### config.mk
export PLATFORM = sky130hd
export DESIGN_NAME = swallow_divider
export DESIGN_NICKNAME = d
export VERILOG_FILES = /design/src/rtl/psd_pkg.sv /design/src/rtl/psd_ctrl.sv /design/src/rtl/psd_direct.sv /design/src/rtl/psd_swallow.sv /design/src/rtl/swallow_divider.sv
export SDC_FILE = /design/constraint.sdc
export NUM_CORES = 1
export LEC_CHECK = 0
export BUFFER_PORTS_ARGS = -buffer_cell sky130_fd_sc_hd__buf_2
export CORE_UTILIZATION = 50
export CTS_CLUSTER_DIAMETER = 40
export DETAILED_ROUTE_END_ITERATION = 10
export PLACE_DENSITY = 0.81
export SYNTH_ARGS = -nofsm -noshare
export SYNTH_HDL_FRONTEND = slang
export SYNTH_HIERARCHICAL = 1
export SYNTH_SLANG_ARGS = --single-unit
### constraint.sdc
create_clock -name fin_clk -period 3.4 [get_ports fin_clk]
set_input_delay 0 -clock fin_clk [delete_from_list [all_inputs] [get_ports fin_clk]]
set_output_delay 0 -clock fin_clk [all_outputs]
set_load 0.005 [all_outputs]
### src/rtl/psd_pkg.sv
package psd_pkg;
  typedef enum logic [1:0] {
    MD_STBY   = 2'b00,
    MD_DIRECT = 2'b01,
    MD_AMSW   = 2'b10,
    MD_FMSW   = 2'b11
  } psd_mode_e;
endpackage

### src/rtl/psd_ctrl.sv
module psd_ctrl
  import psd_pkg::*;
#(
  parameter int WORD_W = 16,
  parameter logic [WORD_W-1:0] STBY_FILL = {(WORD_W/8){8'hEF}}
) (
  input  logic              clk,
  input  logic              rst,
  input  logic [WORD_W-1:0] word_in,
  input  logic [1:0]        mode_in,
  input  logic              period_end,
  output logic [WORD_W-1:0] word_q,
  output psd_mode_e         mode_q,
  output logic              restart
);
  psd_mode_e mode_nxt;

  assign mode_nxt = psd_mode_e'(mode_in);
  // capture only when idle or when a period has just closed
  assign restart  = (mode_q == MD_STBY) || period_end;

  always_ff @(posedge clk) begin
    if (rst) begin
      mode_q <= MD_STBY;
      word_q <= STBY_FILL;
    end else if (restart) begin
      mode_q <= mode_nxt;
      word_q <= (mode_nxt == MD_STBY) ? STBY_FILL : word_in;
    end
  end


  hold_cfg_chk: assert property (@(posedge clk) disable iff (rst)
    !restart |=> ($stable(word_q) && $stable(mode_q)));


  stby_fill_chk: assert property (@(posedge clk) disable iff (rst)
    (mode_q == MD_STBY) |-> (word_q == STBY_FILL));
endmodule

### src/rtl/psd_direct.sv
module psd_direct #(
  parameter int WORD_W = 16
) (
  input  logic              clk,
  input  logic              rst,
  input  logic              en,
  input  logic              restart,
  input  logic [WORD_W-1:0] c_val,
  output logic              term
);
  logic [WORD_W-1:0] cnt;

  assign term = en && (cnt == c_val);

  always_ff @(posedge clk) begin
    if (rst || restart || !en) cnt <= '0;
    else                       cnt <= cnt + 1'b1;
  end


  cnt_le_c_chk: assert property (@(posedge clk) disable iff (rst)
    en |-> (cnt <= c_val));
endmodule

### src/rtl/psd_swallow.sv
module psd_swallow #(
  parameter int SWALLOW_W = 5,
  parameter int MAIN_W    = 11
) (
  input  logic                 clk,
  input  logic                 rst,
  input  logic                 en,
  input  logic                 restart,
  input  logic [SWALLOW_W-1:0] a_val,
  input  logic [MAIN_W-1:0]    b_val,
  output logic                 term
);
  localparam int PRESC_MOD = 1 << SWALLOW_W;
  localparam logic [SWALLOW_W:0] LAST_HI = (SWALLOW_W+1)'(PRESC_MOD);
  localparam logic [SWALLOW_W:0] LAST_LO = (SWALLOW_W+1)'(PRESC_MOD - 1);

  logic [SWALLOW_W:0]   pre_cnt;
  logic [SWALLOW_W-1:0] s_cnt;
  logic [MAIN_W-1:0]    b_cnt;
  logic                 wide_mod;
  logic                 tick;

  // divide by PRESC_MOD+1 until A prescaler cycles have been swallowed
  assign wide_mod = (s_cnt < a_val);
  assign tick     = (pre_cnt == (wide_mod ? LAST_HI : LAST_LO));
  assign term     = en && tick && (b_cnt == b_val);

  always_ff @(posedge clk) begin
    if (rst || restart || !en) begin
      pre_cnt <= '0;
      s_cnt   <= '0;
      b_cnt   <= '0;
    end else if (tick) begin
      pre_cnt <= '0;
      b_cnt   <= b_cnt + 1'b1;
      if (wide_mod) s_cnt <= s_cnt + 1'b1;
    end else begin
      pre_cnt <= pre_cnt + 1'b1;
    end
  end


  swallow_bound_chk: assert property (@(posedge clk) disable iff (rst)
    en |-> (s_cnt <= a_val));


  presc_range_chk: assert property (@(posedge clk) disable iff (rst)
    en |-> (pre_cnt <= LAST_HI));


  main_bound_chk: assert property (@(posedge clk) disable iff (rst)
    en |-> (b_cnt <= b_val));
endmodule

### src/rtl/swallow_divider.sv
module swallow_divider
  import psd_pkg::*;
#(
  parameter int WORD_W    = 16,
  parameter int SWALLOW_W = 5
) (
  input  logic              fin_clk,
  input  logic              rst,
  input  logic [WORD_W-1:0] div_word,
  input  logic [1:0]        op_mode,
  output logic              div_pulse,
  output logic              cfg_err
);
  localparam int MAIN_W = WORD_W - SWALLOW_W;
  localparam logic [WORD_W-1:0] STBY_FILL = {(WORD_W/8){8'hEF}};

  logic [WORD_W-1:0]    word_q;
  psd_mode_e            mode_q;
  logic                 restart;
  logic                 sw_en, dir_en;
  logic                 sw_term, dir_term;
  logic [SWALLOW_W-1:0] a_val;
  logic [MAIN_W-1:0]    b_val;

  assign a_val  = word_q[SWALLOW_W-1:0];
  assign b_val  = word_q[WORD_W-1:SWALLOW_W];
  assign sw_en  = (mode_q == MD_AMSW) || (mode_q == MD_FMSW);
  assign dir_en = (mode_q == MD_DIRECT);

  psd_ctrl #(.WORD_W(WORD_W), .STBY_FILL(STBY_FILL)) ctrl_i (
    .clk(fin_clk), .rst(rst), .word_in(div_word), .mode_in(op_mode),
    .period_end(div_pulse), .word_q(word_q), .mode_q(mode_q), .restart(restart)
  );

  psd_swallow #(.SWALLOW_W(SWALLOW_W), .MAIN_W(MAIN_W)) swallow_i (
    .clk(fin_clk), .rst(rst), .en(sw_en), .restart(restart),
    .a_val(a_val), .b_val(b_val), .term(sw_term)
  );

  psd_direct #(.WORD_W(WORD_W)) direct_i (
    .clk(fin_clk), .rst(rst), .en(dir_en), .restart(restart),
    .c_val(word_q), .term(dir_term)
  );

  assign div_pulse = sw_term || dir_term;
  assign cfg_err   = sw_en && (b_val < MAIN_W'(a_val));


  stby_quiet_chk: assert property (@(posedge fin_clk) disable iff (rst)
    (mode_q == MD_STBY) |-> !div_pulse);


  err_mode_chk: assert property (@(posedge fin_clk) disable iff (rst)
    cfg_err |-> sw_en);


  single_src_chk: assert property (@(posedge fin_clk) disable iff (rst)
    $onehot0({sw_term, dir_term}));
endmodule

* Yosys cells after proc, flatten, opt, wreduce, memory -nomap -nowiden
Index checks and enable logic that the tools add are counted.
Word-level totals: flip-flop bits (word level) 56, bits of input ports 20, word-level logic and storage cells 36, output and inout port bits 2
Cells by class: add/subtract/negate cells 4, equality and inequality tests 6, reductions and logical operators 16, muxes and demuxes 2, magnitude comparators 2
Operator list (number):
- adder 16 x 1 -> 16 bit (second input constant) | 1
- == test 16 bit | 1
- two-way mux 16 bit | 1
- adder 11 x 1 -> 11 bit (second input constant) | 1
- == test 11 bit | 1
- < comparator 11 x 5 -> 1 bit | 1
- adder 6 x 1 -> 6 bit (second input constant) | 1
- == test 6 bit | 1
- logical OR 1 bit | 6
- two-way mux 6 bit | 1
- adder 5 x 1 -> 5 bit (second input constant) | 1
- < comparator 5 bit | 1
- == test 2 bit (second input constant) | 2
- logical AND 1 bit | 4
- zero test 2 bit | 2
- == test 2 x 1 -> 1 bit (second input constant) | 1
- zero test 1 bit | 2
- AND reduction 2 bit | 1
- OR reduction 2 bit | 1

* Longest topological paths before layout
Gate-level depths: netlist of run 1.
depth in word-level cells 10, gate-level depth with buffers 18, depth with buffers taken out 14

* Modules after synthesis
The synthesis of run 1 kept the hierarchy.
By module, submodules not included:
- psd_swallow | instances 1, area each 1231.2 um2, sequential area each 440.4 um2, cells an instance 144
- psd_direct | instances 1, area each 889.6 um2, sequential area each 320.3 um2, cells an instance 100
- psd_ctrl | instances 1, area each 762.0 um2, sequential area each 360.3 um2, cells an instance 82
- swallow_divider | instances 1, area each 143.9 um2, sequential area each 0.0 um2, cells an instance 20

* Worst setup path after synthesis of run 1
No wires, ideal clock.
path type register to register, from reg ctrl_i.word_q[4], to reg swallow_i.b_cnt[0], setup slack 63 ps, path buffers 5, setup time 128 ps, arrival 3209 ps, clock period less this slack 3337 ps, required time 3272 ps, stages on the path, launching flop included 19, path through dfxtp_1 inv_1 ha_1 a21oi_1 a2111oi_4 o31ai_2 and2_1 clkbuf_2 clkbuf_1 nor4_1 or2_2 o21ba_1 buf_6 buf_2 inv_1 nor2_1 nand2_1 clkbuf_1 nor2_1
Between the ends: word-level cells in the longest chain between the ends 9, elaborated cells on any way between the ends 11, classes of those cells order compare (1); eq/ne (2); mux (1); reduce/logical (7)
RTL lines:
- from (decl) | line psd_ctrl.sv:12 | output logic [WORD_W-1:0] word_q,
- from (signal assigned) | line psd_ctrl.sv:28 | word_q <= (mode_nxt == MD_STBY) ? STBY_FILL : word_in;
- < comparator 5 bit | line psd_swallow.sv:24 | assign wide_mod = (s_cnt < a_val);
- two-way mux 6 bit | line psd_swallow.sv:25 | assign tick = (pre_cnt == (wide_mod ? LAST_HI : LAST_LO));
- == test 6 bit | line psd_swallow.sv:25
- logical AND 1 bit (2 in series) | line psd_swallow.sv:26 | assign term = en && tick && (b_cnt == b_val);
- via sw_term | line swallow_divider.sv:21 | logic sw_term, dir_term;
- logical OR 1 bit | line swallow_divider.sv:45 | assign div_pulse = sw_term || dir_term;
- via div_pulse | line swallow_divider.sv:11 | output logic div_pulse,
- logical OR 1 bit | line psd_ctrl.sv:20 | assign restart = (mode_q == MD_STBY) || period_end;
- via restart | line swallow_divider.sv:19 | logic restart;
- logical OR 1 bit (2 in series) | line psd_swallow.sv:29 | if (rst || restart || !en) begin
- to (signal assigned) | line psd_swallow.sv:35 | b_cnt <= b_cnt + 1'b1;
- to (decl) | line psd_swallow.sv:19 | logic [MAIN_W-1:0] b_cnt;
The timed path passes the listed nets, and every way through them passes these cells. A chain may end at the register's enable or synchronous reset.

* Worst setup path after layout of run 1
from reg ctrl_i.word_q[4], to reg direct_i.cnt[15]
Between the ends: word-level cells in the longest chain between the ends 9, elaborated cells on any way between the ends 11, classes of those cells order compare (1); eq/ne (2); mux (1); reduce/logical (7)
RTL lines:
- < comparator 5 bit | line psd_swallow.sv:24
- two-way mux 6 bit | line psd_swallow.sv:25
- == test 6 bit | line psd_swallow.sv:25
- logical AND 1 bit (2 in series) | line psd_swallow.sv:26
- via sw_term | line swallow_divider.sv:21
- logical OR 1 bit | line swallow_divider.sv:45
- logical OR 1 bit | line psd_ctrl.sv:20
- via restart | line swallow_divider.sv:19
- logical OR 1 bit (2 in series) | line psd_direct.sv:16 | if (rst || restart || !en) cnt <= '0;
- to (signal assigned) | line psd_direct.sv:17 | else cnt <= cnt + 1'b1;
- to (decl) | line psd_direct.sv:11 | logic [WORD_W-1:0] cnt;
The timed path passes the listed nets, and every way through them passes these cells.

==> summary.txt, run 1 <==
Worst-margin pin slew: 0.605 ns
CTS sink count: 56
Dpl hpwl: 4680 µm
CP max stage cell: dfxtp_1
Post-Synthesis Net Count: 378
Fin crit share: 91.8%
Vias: 2562
Final instance area: 0.00342 mm²
Post-synth top flop: dfxtp_1
Total Power: 1.22 mW
Wire per inst: 14.6 µm
Initial antenna violation count: 0
Starting Density: 53.3%
First-pass GRT wire length: 11200 µm
Final ANT Viol Nets: 0
Fin Hold WS: 0.0860 ns
Filler cells: 451
Clock slew at reported path FFs: 0.10 ns
Synth unique cells: 46
Required time worst endpoint: 3.62 ns
Clock buffer depth: 2
Max-slew headroom: 59.4%
Worst hold start: rst
PD cells: 358 mW/mm²
Final WS setup: 0.278 ns
LEAKAGE: 1.25 nW
Reg2reg start: ctrl_i/word_q[4]
Cell Rows: 27
Clock root cell: clkbuf_8
Overflow after GRT: 0
Synth async-reset ratio: 0%
Critical path data arrival time: 3.34 ns
CTS buffer count: 5
Hold Path Sink: ctrl_i/mode_q[1]
Placed inst area: 0.00314 mm²
ANT cells: 0
Die W: 79.8 µm
Internal reg-to-reg setup slack: 0.28 ns
Port Buf Inserts: 21
Setup WS pre-CTS: 0.299 ns
Setup Fix Bufs, Post-CTS: 0
Most frequent cells in the layout: dfxtp_1 (56), nor2_1 (46), xnor2_1 (35)
Die height: 79.8 µm
FMAX: 0.320 GHz
Final net count: 413
Cell area after synthesis: 0.00303 mm²
Layout Cells excl Fill: 454
Commonest non-fill, non-tap cell in the layout: dfxtp_1
Utilization after layout: 60.2%
DR vias/cell: 5.64
Post-Place Cells: 428
Area share of the largest cell type after synthesis: 37.0%
TritonRoute pass-1 iters: 4
Post-synthesis sequential area ratio: 37.0%
Post-synthesis register bit count: 56
RR Endpoint: direct_i/cnt[15]
CP Class: reg2reg
H-Tree Depth: 2
Peak VDD IR: 250 µV
Final setup violation count: 0
RD Place Congestion: 0.914
RSZ-0062 raised after global routing: false
Synth area leaders: dfxtp_1 (37%), xnor2_1 (10%), nor2_1 (5.7%)
Setup TNS: 0 ns
CTS tree: done
Min Tclk post-route: 3.12 ns
CP Capture Type: flip-flop
Io pins: 22
Initial DRC Count: 193
Worst setup SP type: flip-flop
R2r worst-path depth: 14
Area Growth Syn to Fin: 12.9%
Clk_lat worst skew: 0.31 ns
Syn avg cell area: 8.75 µm²
Critical path's largest stage delay: 0.45 ns
Max FO, Critical Path: 9
Pin count of the biggest net entering global routing: 33
Syn Inst Count: 346
Post-synth EDFFs: 0
Fin. max-slew vios: 0
GR Util All Layers: 22.6%
Max cap viols: 0
Vias in the first global route: 2456
Post-synth top area cell: dfxtp_1
Fin. Hold Viols: 0
Total wire length: 6650 µm
Clock skew: 0.00881 ns
Hold Crit Class: in2reg
Die footprint: 0.00637 mm²
Status: finished, final reports clean
Hold Crit Depth: 2
Detailed-route DRC error count: 0
Synthesis Warnings: 6
Share of layout cells above drive strength 1: 13.9%
Crit-path cells: inv_1 -> ha_1 -> a21oi_1 -> a2111oi_4 -> o31ai_2 -> and2_1 -> nor4_1 -> or2_2 -> o21ba_1 -> inv_1 -> nor2_1 -> nand2_1 -> nor2_1 -> a31o_2
Core ar.: 0.00568 mm²
[power breakdown]
part / total, mW / switching, mW / internal, mW
registers: 0.703 / 0.0303 / 0.673
clock network: 0.385 / 0.218 / 0.167
logic: 0.135 / 0.0695 / 0.0652
[cell families after synthesis]
logic type	Yosys count	share of synthesized area, %
xor+xnor	51	14.8
compound gates	54	11.9
fa+ha+maj	12	4.96
flops	56	37.0
simple gates	145	26.1
buf+inv	28	5.17
[critical path: cells and delay by family, from the launching register on]
family / cells / cell delay, ns
DFF: 1 / 0.45
AOI/OAI and AO/OA: 5 / 1.06
buffers and inverters: 2 / 0.15
and+or+nand+nor: 6 / 1.03
adders and majority gates: 1 / 0.33
[metal layers]
metal	global-route usage, %	routed length, µm	vias to the layer above
li1	-	-	1265
met1	27.2	2950	1209
met2	39.7	3220	78
met3	4.23	344	10
met4	8.57	136	0
met5	0	0	-
[worst max-delay path by stage]
stage,slack [ns],cells past startpoint,end,from
floorplan,0.06,18,swallow_i/b_cnt[0],ctrl_i/word_q[4]
global placement,0.37,14,direct_i/cnt[15],ctrl_i/word_q[4]
detailed placement,0.30,14,direct_i/cnt[15],ctrl_i/word_q[4]
CTS,0.27,14,direct_i/cnt[15],ctrl_i/word_q[4]
global route,0.05,12,swallow_i/b_cnt[8],ctrl_i/word_q[4]
finish,0.28,14,direct_i/cnt[15],ctrl_i/word_q[4]
[synth_stat cells (4+ instances only)]
library cell  number
a21oi_1           29
and2_1             4
and3_1             4
buf_6              5
clkbuf_1           4
dfxtp_1           56
ha_1              12
inv_1             14
nand2_1           22
nand3_1           11
nand4_1           12
nor2_1            46
nor3_1             8
nor3_2             8
nor4_1             6
o21ai_0            9
or3_1              5
xnor2_1           35
xor2_1            16
[what timing repair did]
item | CTS | global route
gates resized for setup | 0 | 0
hold buffers | 18 | 0
hold endpoints to repair | 18 | 0
[state kept, by name, summed over array words and instances, names as in the netlist]
name / count
ctrl_i/mode_q: 2
ctrl_i/word_q: 16
swallow_i/b_cnt: 11
swallow_i/s_cnt: 5
swallow_i/pre_cnt: 6
direct_i/cnt: 16
[layout make-up]
| type | instances | area [µm²] | area share [%] |
|---|---|---|---|
| Multi-Input combinational cell | 262 | 1750 | 51.2 |
| Sequential cell | 56 | 1120 | 32.8 |
| Timing Repair Buffer | 42 | 308 | 9.01 |
| Tap cell | 72 | 90.1 | 2.64 |
| Clock buffer | 6 | 82.6 | 2.42 |
| Inverter | 14 | 52.6 | 1.54 |
| Clock inverter | 2 | 13.8 | 0.403 |
No activity file was read; power rests on OpenSTA's default activity.
==> run 2, diff against run 1 <==
--- a/config.mk
+++ b/config.mk
@@ -9,7 +9,7 @@
 export CORE_UTILIZATION = 50
 export CTS_CLUSTER_DIAMETER = 40
 export DETAILED_ROUTE_END_ITERATION = 10
-export PLACE_DENSITY = 0.81
+export PLACE_DENSITY_LB_ADDON = 0.2
 export SYNTH_ARGS = -nofsm -noshare
 export SYNTH_HDL_FRONTEND = slang
 export SYNTH_HIERARCHICAL = 1
==> run 2 against run 1 <==
  * Sequential share of layout area about the same
  * Power down 1.4%
  * Sequential cell count unchanged
  * Die area unchanged
  * Count of clock-buffer cells in the layout up 1
  * Sequential power about the same
  * Core utilization up 0.088 points
  * Critical endpoint is now swallow_i/s_cnt[3]
==> summary.txt, run 2 (same netlist as run 1, synthesis figures left out) <==
Setup TNS: 0 ns
Fin Hold WS: 0.0842 ns
Int Power: 0.905 mW
Switching Share: 25.0%
Flop pwr share: 58.2%
Fin. max-slew vios: 0
Vias: 2416
Initial antenna violation count: 0
Io pins: 22
Clock Power Share: 30.7%
TritonRoute pass-1 iters: 4
NetSw: 0.301 mW
Clock buffer depth: 2
Max-slew headroom: 58.3%
Largest regs: ctrl_i/word_q: 16 flops, direct_i/cnt: 16 flops, swallow_i/b_cnt: 11 flops
Setup Fix Bufs, Post-CTS: 0
Detailed-route DRC error count: 0
Final ANT Viol Nets: 0
Clk_lat worst skew: 0.31 ns
ANT cells: 0
CP Capture Type: flip-flop
Core ar.: 0.00568 mm²
CTS sink count: 56
Die height: 79.8 µm
Status: finished, final reports clean
FMAX: 0.323 GHz
Dpl hpwl: 4570 µm
Total wire length: 6330 µm
GR Util All Layers: 22.8%
Port Buf Inserts: 21
Clock skew: 0.0130 ns
Fin. Hold Viols: 0
PD cells: 352 mW/mm²
Critical path data arrival time: 3.27 ns
Clock slew at reported path FFs: 0.09 ns
Combinational fraction of design power: 11.1%
Clock root cell: clkbuf_8
R2r worst-path depth: 13
Hold Crit Depth: 2
Die footprint: 0.00637 mm²
H-Tree Depth: 2
RD Place Congestion: 0.843
Required time worst endpoint: 3.57 ns
Starting Density: 53.3%
Cell Rows: 27
Max FO, Critical Path: 16
DR vias/cell: 5.31
Commonest non-fill, non-tap cell in the layout: dfxtp_1
Most frequent cells in the layout: dfxtp_1 (56), nor2_1 (46), xnor2_1 (35)
Peak VDD IR: 211 µV
Overflow after GRT: 0
RSZ-0062 raised after global routing: false
CTS buffer count: 5
Die W: 79.8 µm
CP Class: reg2reg
Pin count of the biggest net entering global routing: 33
Total Power: 1.21 mW
CTS tree: done
Worst setup SP type: flip-flop
First-pass GRT wire length: 11200 µm
Fin crit share: 91.2%
Min Tclk post-route: 3.10 ns
Final setup violation count: 0
Final net count: 414
Hold Crit Class: in2reg
Area Growth Syn to Fin: 13.1%
Worst-margin pin slew: 0.621 ns
Wire per inst: 13.9 µm
LEAKAGE: 1.25 nW
Vias in the first global route: 2424
Max cap viols: 0
Initial DRC Count: 87
Share of layout cells above drive strength 1: 13.8%
run 2: worst max-delay path, stage by stage (launching register included):
cell	delay, ns
dfxtp_1	0.46
inv_1	0.07
ha_1	0.33
a21oi_1	0.11
a2111oi_4	0.38
o31ai_2	0.17
and2_1	0.20
nor4_1	0.24
or2_2	0.18
o21ba_1	0.16
inv_1	0.07
nor2_1	0.05
nand2_1	0.44
nor2_1	0.10
run 2: area by class of cell:
class                           count  area [µm²]
Clock buffer                        7        86.3
Clock inverter                      1        7.51
Fill cell                         507        2250
Inverter                           14        52.6
Multi-Input combinational cell    262        1750
Sequential cell                    56        1120
Tap cell                           72        90.1
Timing Repair Buffer               43         315
run 2: final timing paths:
kind,start,endpoint,slack (ns)
worst max register to register,ctrl_i/word_q[4],swallow_i/s_cnt[3],0.30
worst min register to register,swallow_i/pre_cnt[0],swallow_i/pre_cnt[0],0.48
worst min-delay path,rst,ctrl_i/mode_q[1],0.08
worst max-delay path,ctrl_i/word_q[4],swallow_i/s_cnt[3],0.30
run 2: metrics by stage:
step	util, %	instance area, µm²	std cells	setup WS [ns]
3_5_place_dp	55.5	3150	429	0.300
4_1_cts	60.3	3420	455	0.278
6_report	60.3	3420	455	0.300
2_1_floorplan	-	3030	346	0.0629
5_1_grt	60.3	3420	455	0.0685
3_3_place_gp	55.5	3150	429	0.386
run 2: routing by layer:
layer  global-route usage [%]  wire length [µm]
met3                     4.23               158
met4                     6.07                76
met5                        0                 0
met1                     28.8              3100
met2                     39.7              2990
run 2: power groups by stage:
stage	clock network (mW)	registers (mW)	logic (mW)
2_1_floorplan	0	0.706	0.0987
3_3_place_gp	0	0.717	0.114
3_5_place_dp	0	0.717	0.117
4_1_cts	0.385	0.702	0.133
5_1_grt	0.410	0.705	0.150
6_report	0.371	0.702	0.134
run 2: repair_timing:
item | 4_1_cts | 5_1_grt
hold buffers | 18 | 0
gates resized for setup | 0 | 0
endpoints found under the setup margin | 0 | 0
endpoints found under the hold margin | 18 | 0
==> run 3, diff against run 2 <==
--- a/config.mk
+++ b/config.mk
@@ -6,6 +6,7 @@
 export NUM_CORES = 1
 export LEC_CHECK = 0
 export BUFFER_PORTS_ARGS = -buffer_cell sky130_fd_sc_hd__buf_2
+export CORE_ASPECT_RATIO = 1.4
 export CORE_UTILIZATION = 50
 export CTS_CLUSTER_DIAMETER = 40
 export DETAILED_ROUTE_END_ITERATION = 10
==> run 3 against run 2 <==
  * Sequential share of layout area increased by 0.11 points
  * Sequential cell count unchanged
  * Final area decreased by 0.33%
  * Largest power group unchanged
  * Clock power decreased by 2%
  * Non-clock buffer count decreased by 1
  * Hold slack improved by 0.026 ns
  * Critical path depth decreased by 1
  * Combinational power about the same
  * Highest routed layer unchanged
==> summary.txt, run 3 (same netlist as run 1, synthesis figures left out) <==
Wire per inst: 13.6 µm
TritonRoute pass-1 iters: 4
Total wire length: 6150 µm
Clk_lat worst skew: 0.30 ns
Cell mode on critical path: a21oi_1
Status: finished, final reports clean
Post-Place Cells: 426
Setup TNS: 0 ns
Area Growth Syn to Fin: 12.7%
Fin. max-slew vios: 0
CP Class: reg2reg
Pin count of the biggest net entering global routing: 33
Max cap viols: 0
Port Buf Inserts: 21
Final ANT Viol Nets: 0
Peak VDD IR: 265 µV
RSZ-0062 raised after global routing: false
Clock buffer depth: 2
Final setup violation count: 0
Most frequent cells in the layout: dfxtp_1 (56), nor2_1 (46), xnor2_1 (35)
PD cells: 351 mW/mm²
Max FO, Critical Path: 32
Kind of cell adding the most delay to the critical path: simple AND/OR/NAND/NOR gates
Die height: 94.1 µm
Layout Cells excl Fill: 452
Hold Crit Class: in2reg
CTS buffer count: 5
Vias: 2437
Detailed-route DRC error count: 0
Total Power: 1.20 mW
Setup WS pre-CTS: 0.283 ns
Initial DRC Count: 173
Core ar.: 0.00586 mm²
CTS tree: done
GR Util All Layers: 21.4%
Largest regs: ctrl_i/word_q: 16 flops, direct_i/cnt: 16 flops, swallow_i/b_cnt: 11 flops
DR vias/cell: 5.39
Critical path's largest stage delay: 0.43 ns
RD Place Congestion: 0.790
Placed inst area: 0.00314 mm²
Share of layout cells above drive strength 1: 13.6%
H-Tree Depth: 2
LEAKAGE: 1.25 nW
Cell Rows: 33
Fin. Hold Viols: 0
Fin Hold WS: 0.110 ns
Clock root cell: clkbuf_8
Final instance area: 0.00341 mm²
Final net count: 413
Clock slew at reported path FFs: 0.09 ns
ANT cells: 0
Worst setup SP type: flip-flop
Critical path data arrival time: 3.24 ns
Io pins: 22
Commonest non-fill, non-tap cell in the layout: dfxtp_1
Multi-input logic area: 0.00175 mm²
Dpl hpwl: 4520 µm
CP Capture Type: flip-flop
Min Tclk post-route: 3.06 ns
Max-slew headroom: 57.7%
FMAX: 0.327 GHz
Die footprint: 0.00637 mm²
Storage element area: 0.00112 mm²
Die W: 67.8 µm
Overflow after GRT: 0
Initial antenna violation count: 0
Required time worst endpoint: 3.58 ns
CP bufs+invs: 2
Filler cells: 535
Vias in the first global route: 2353
Clock skew: 0.00679 ns
Final WS setup: 0.344 ns
Starting Density: 51.6%
Crit-path cells: inv_1 -> ha_1 -> a21oi_1 -> a2111oi_4 -> o31ai_2 -> and2_1 -> nor4_1 -> or2_2 -> o21ba_1 -> buf_4 -> nor3_1 -> a21oi_1
Utilization after layout: 58.2%
Worst-margin pin slew: 0.631 ns
CP max stage cell: dfxtp_1
Fin crit share: 89.9%
CTS sink count: 56
First-pass GRT wire length: 10400 µm
-- run 3: changes by cell type in the layout (fill, tap and decap cells not counted) --
cell        before  now
clkinvlp_4       1    0
nand2_2          0    1
buf_4            4    3
clkbuf_1         1    2
nand2_1         22   21
-- run 3: what timing repair did --
item | 4_1_cts | 5_1_grt
hold buffers | 18 | 0
hold endpoints to repair | 18 | 0
buffers inserted | 0 | 0
endpoints found under the setup margin | 0 | 1
gates resized for setup | 0 | 1
-- run 3: path summary, 6_finish.rpt --
check / startpoint / to / slack, ns / depth (start not counted)
setup / recovery: ctrl_i/word_q[4] / ctrl_i/word_q[2] / 0.34 / 12
setup reg to reg: ctrl_i/word_q[4] / ctrl_i/word_q[2] / 0.34 / 12
hold reg to reg: swallow_i/pre_cnt[0] / swallow_i/pre_cnt[0] / 0.49 / 1
hold / removal: rst / ctrl_i/mode_q[1] / 0.11 / 2
-- run 3: cell type report --
type / instances / area share [%]
clock buffer: 8 / 2.64
tap: 70 / 2.57
inverter: 14 / 1.54
multi-input combinational: 262 / 51.4
timing repair buffer: 42 / 9.02
sequential: 56 / 32.9
-- run 3: layer usage --
layer	vias to the layer above	part of all wire (%)	global-route usage [%]
met2	21	52	38.3
met5	-	0	0
met1	1136	45	24.7
li1	1274	-	-
met4	0	1.3	7.27
met3	6	1.5	3.76
-- run 3: worst reg2reg max path, cell delays in order (launching register included) --
cell and delay (ns):
dfxtp_1 0.43, inv_1 0.08, ha_1 0.34, a21oi_1 0.11, a2111oi_4 0.37, o31ai_2 0.16, and2_1 0.20, nor4_1 0.25
or2_2 0.19, o21ba_1 0.16, buf_4 0.25, nor3_1 0.33, a21oi_1 0.06
-- run 3: power breakdown --
group          total (mW)  switching (mW)  internal [mW]  leakage [nW]
clock               0.365           0.198          0.167        0.0455
combinational       0.134          0.0696         0.0649         0.748
sequential          0.698          0.0256          0.673         0.455
total                1.20           0.293          0.904          1.25
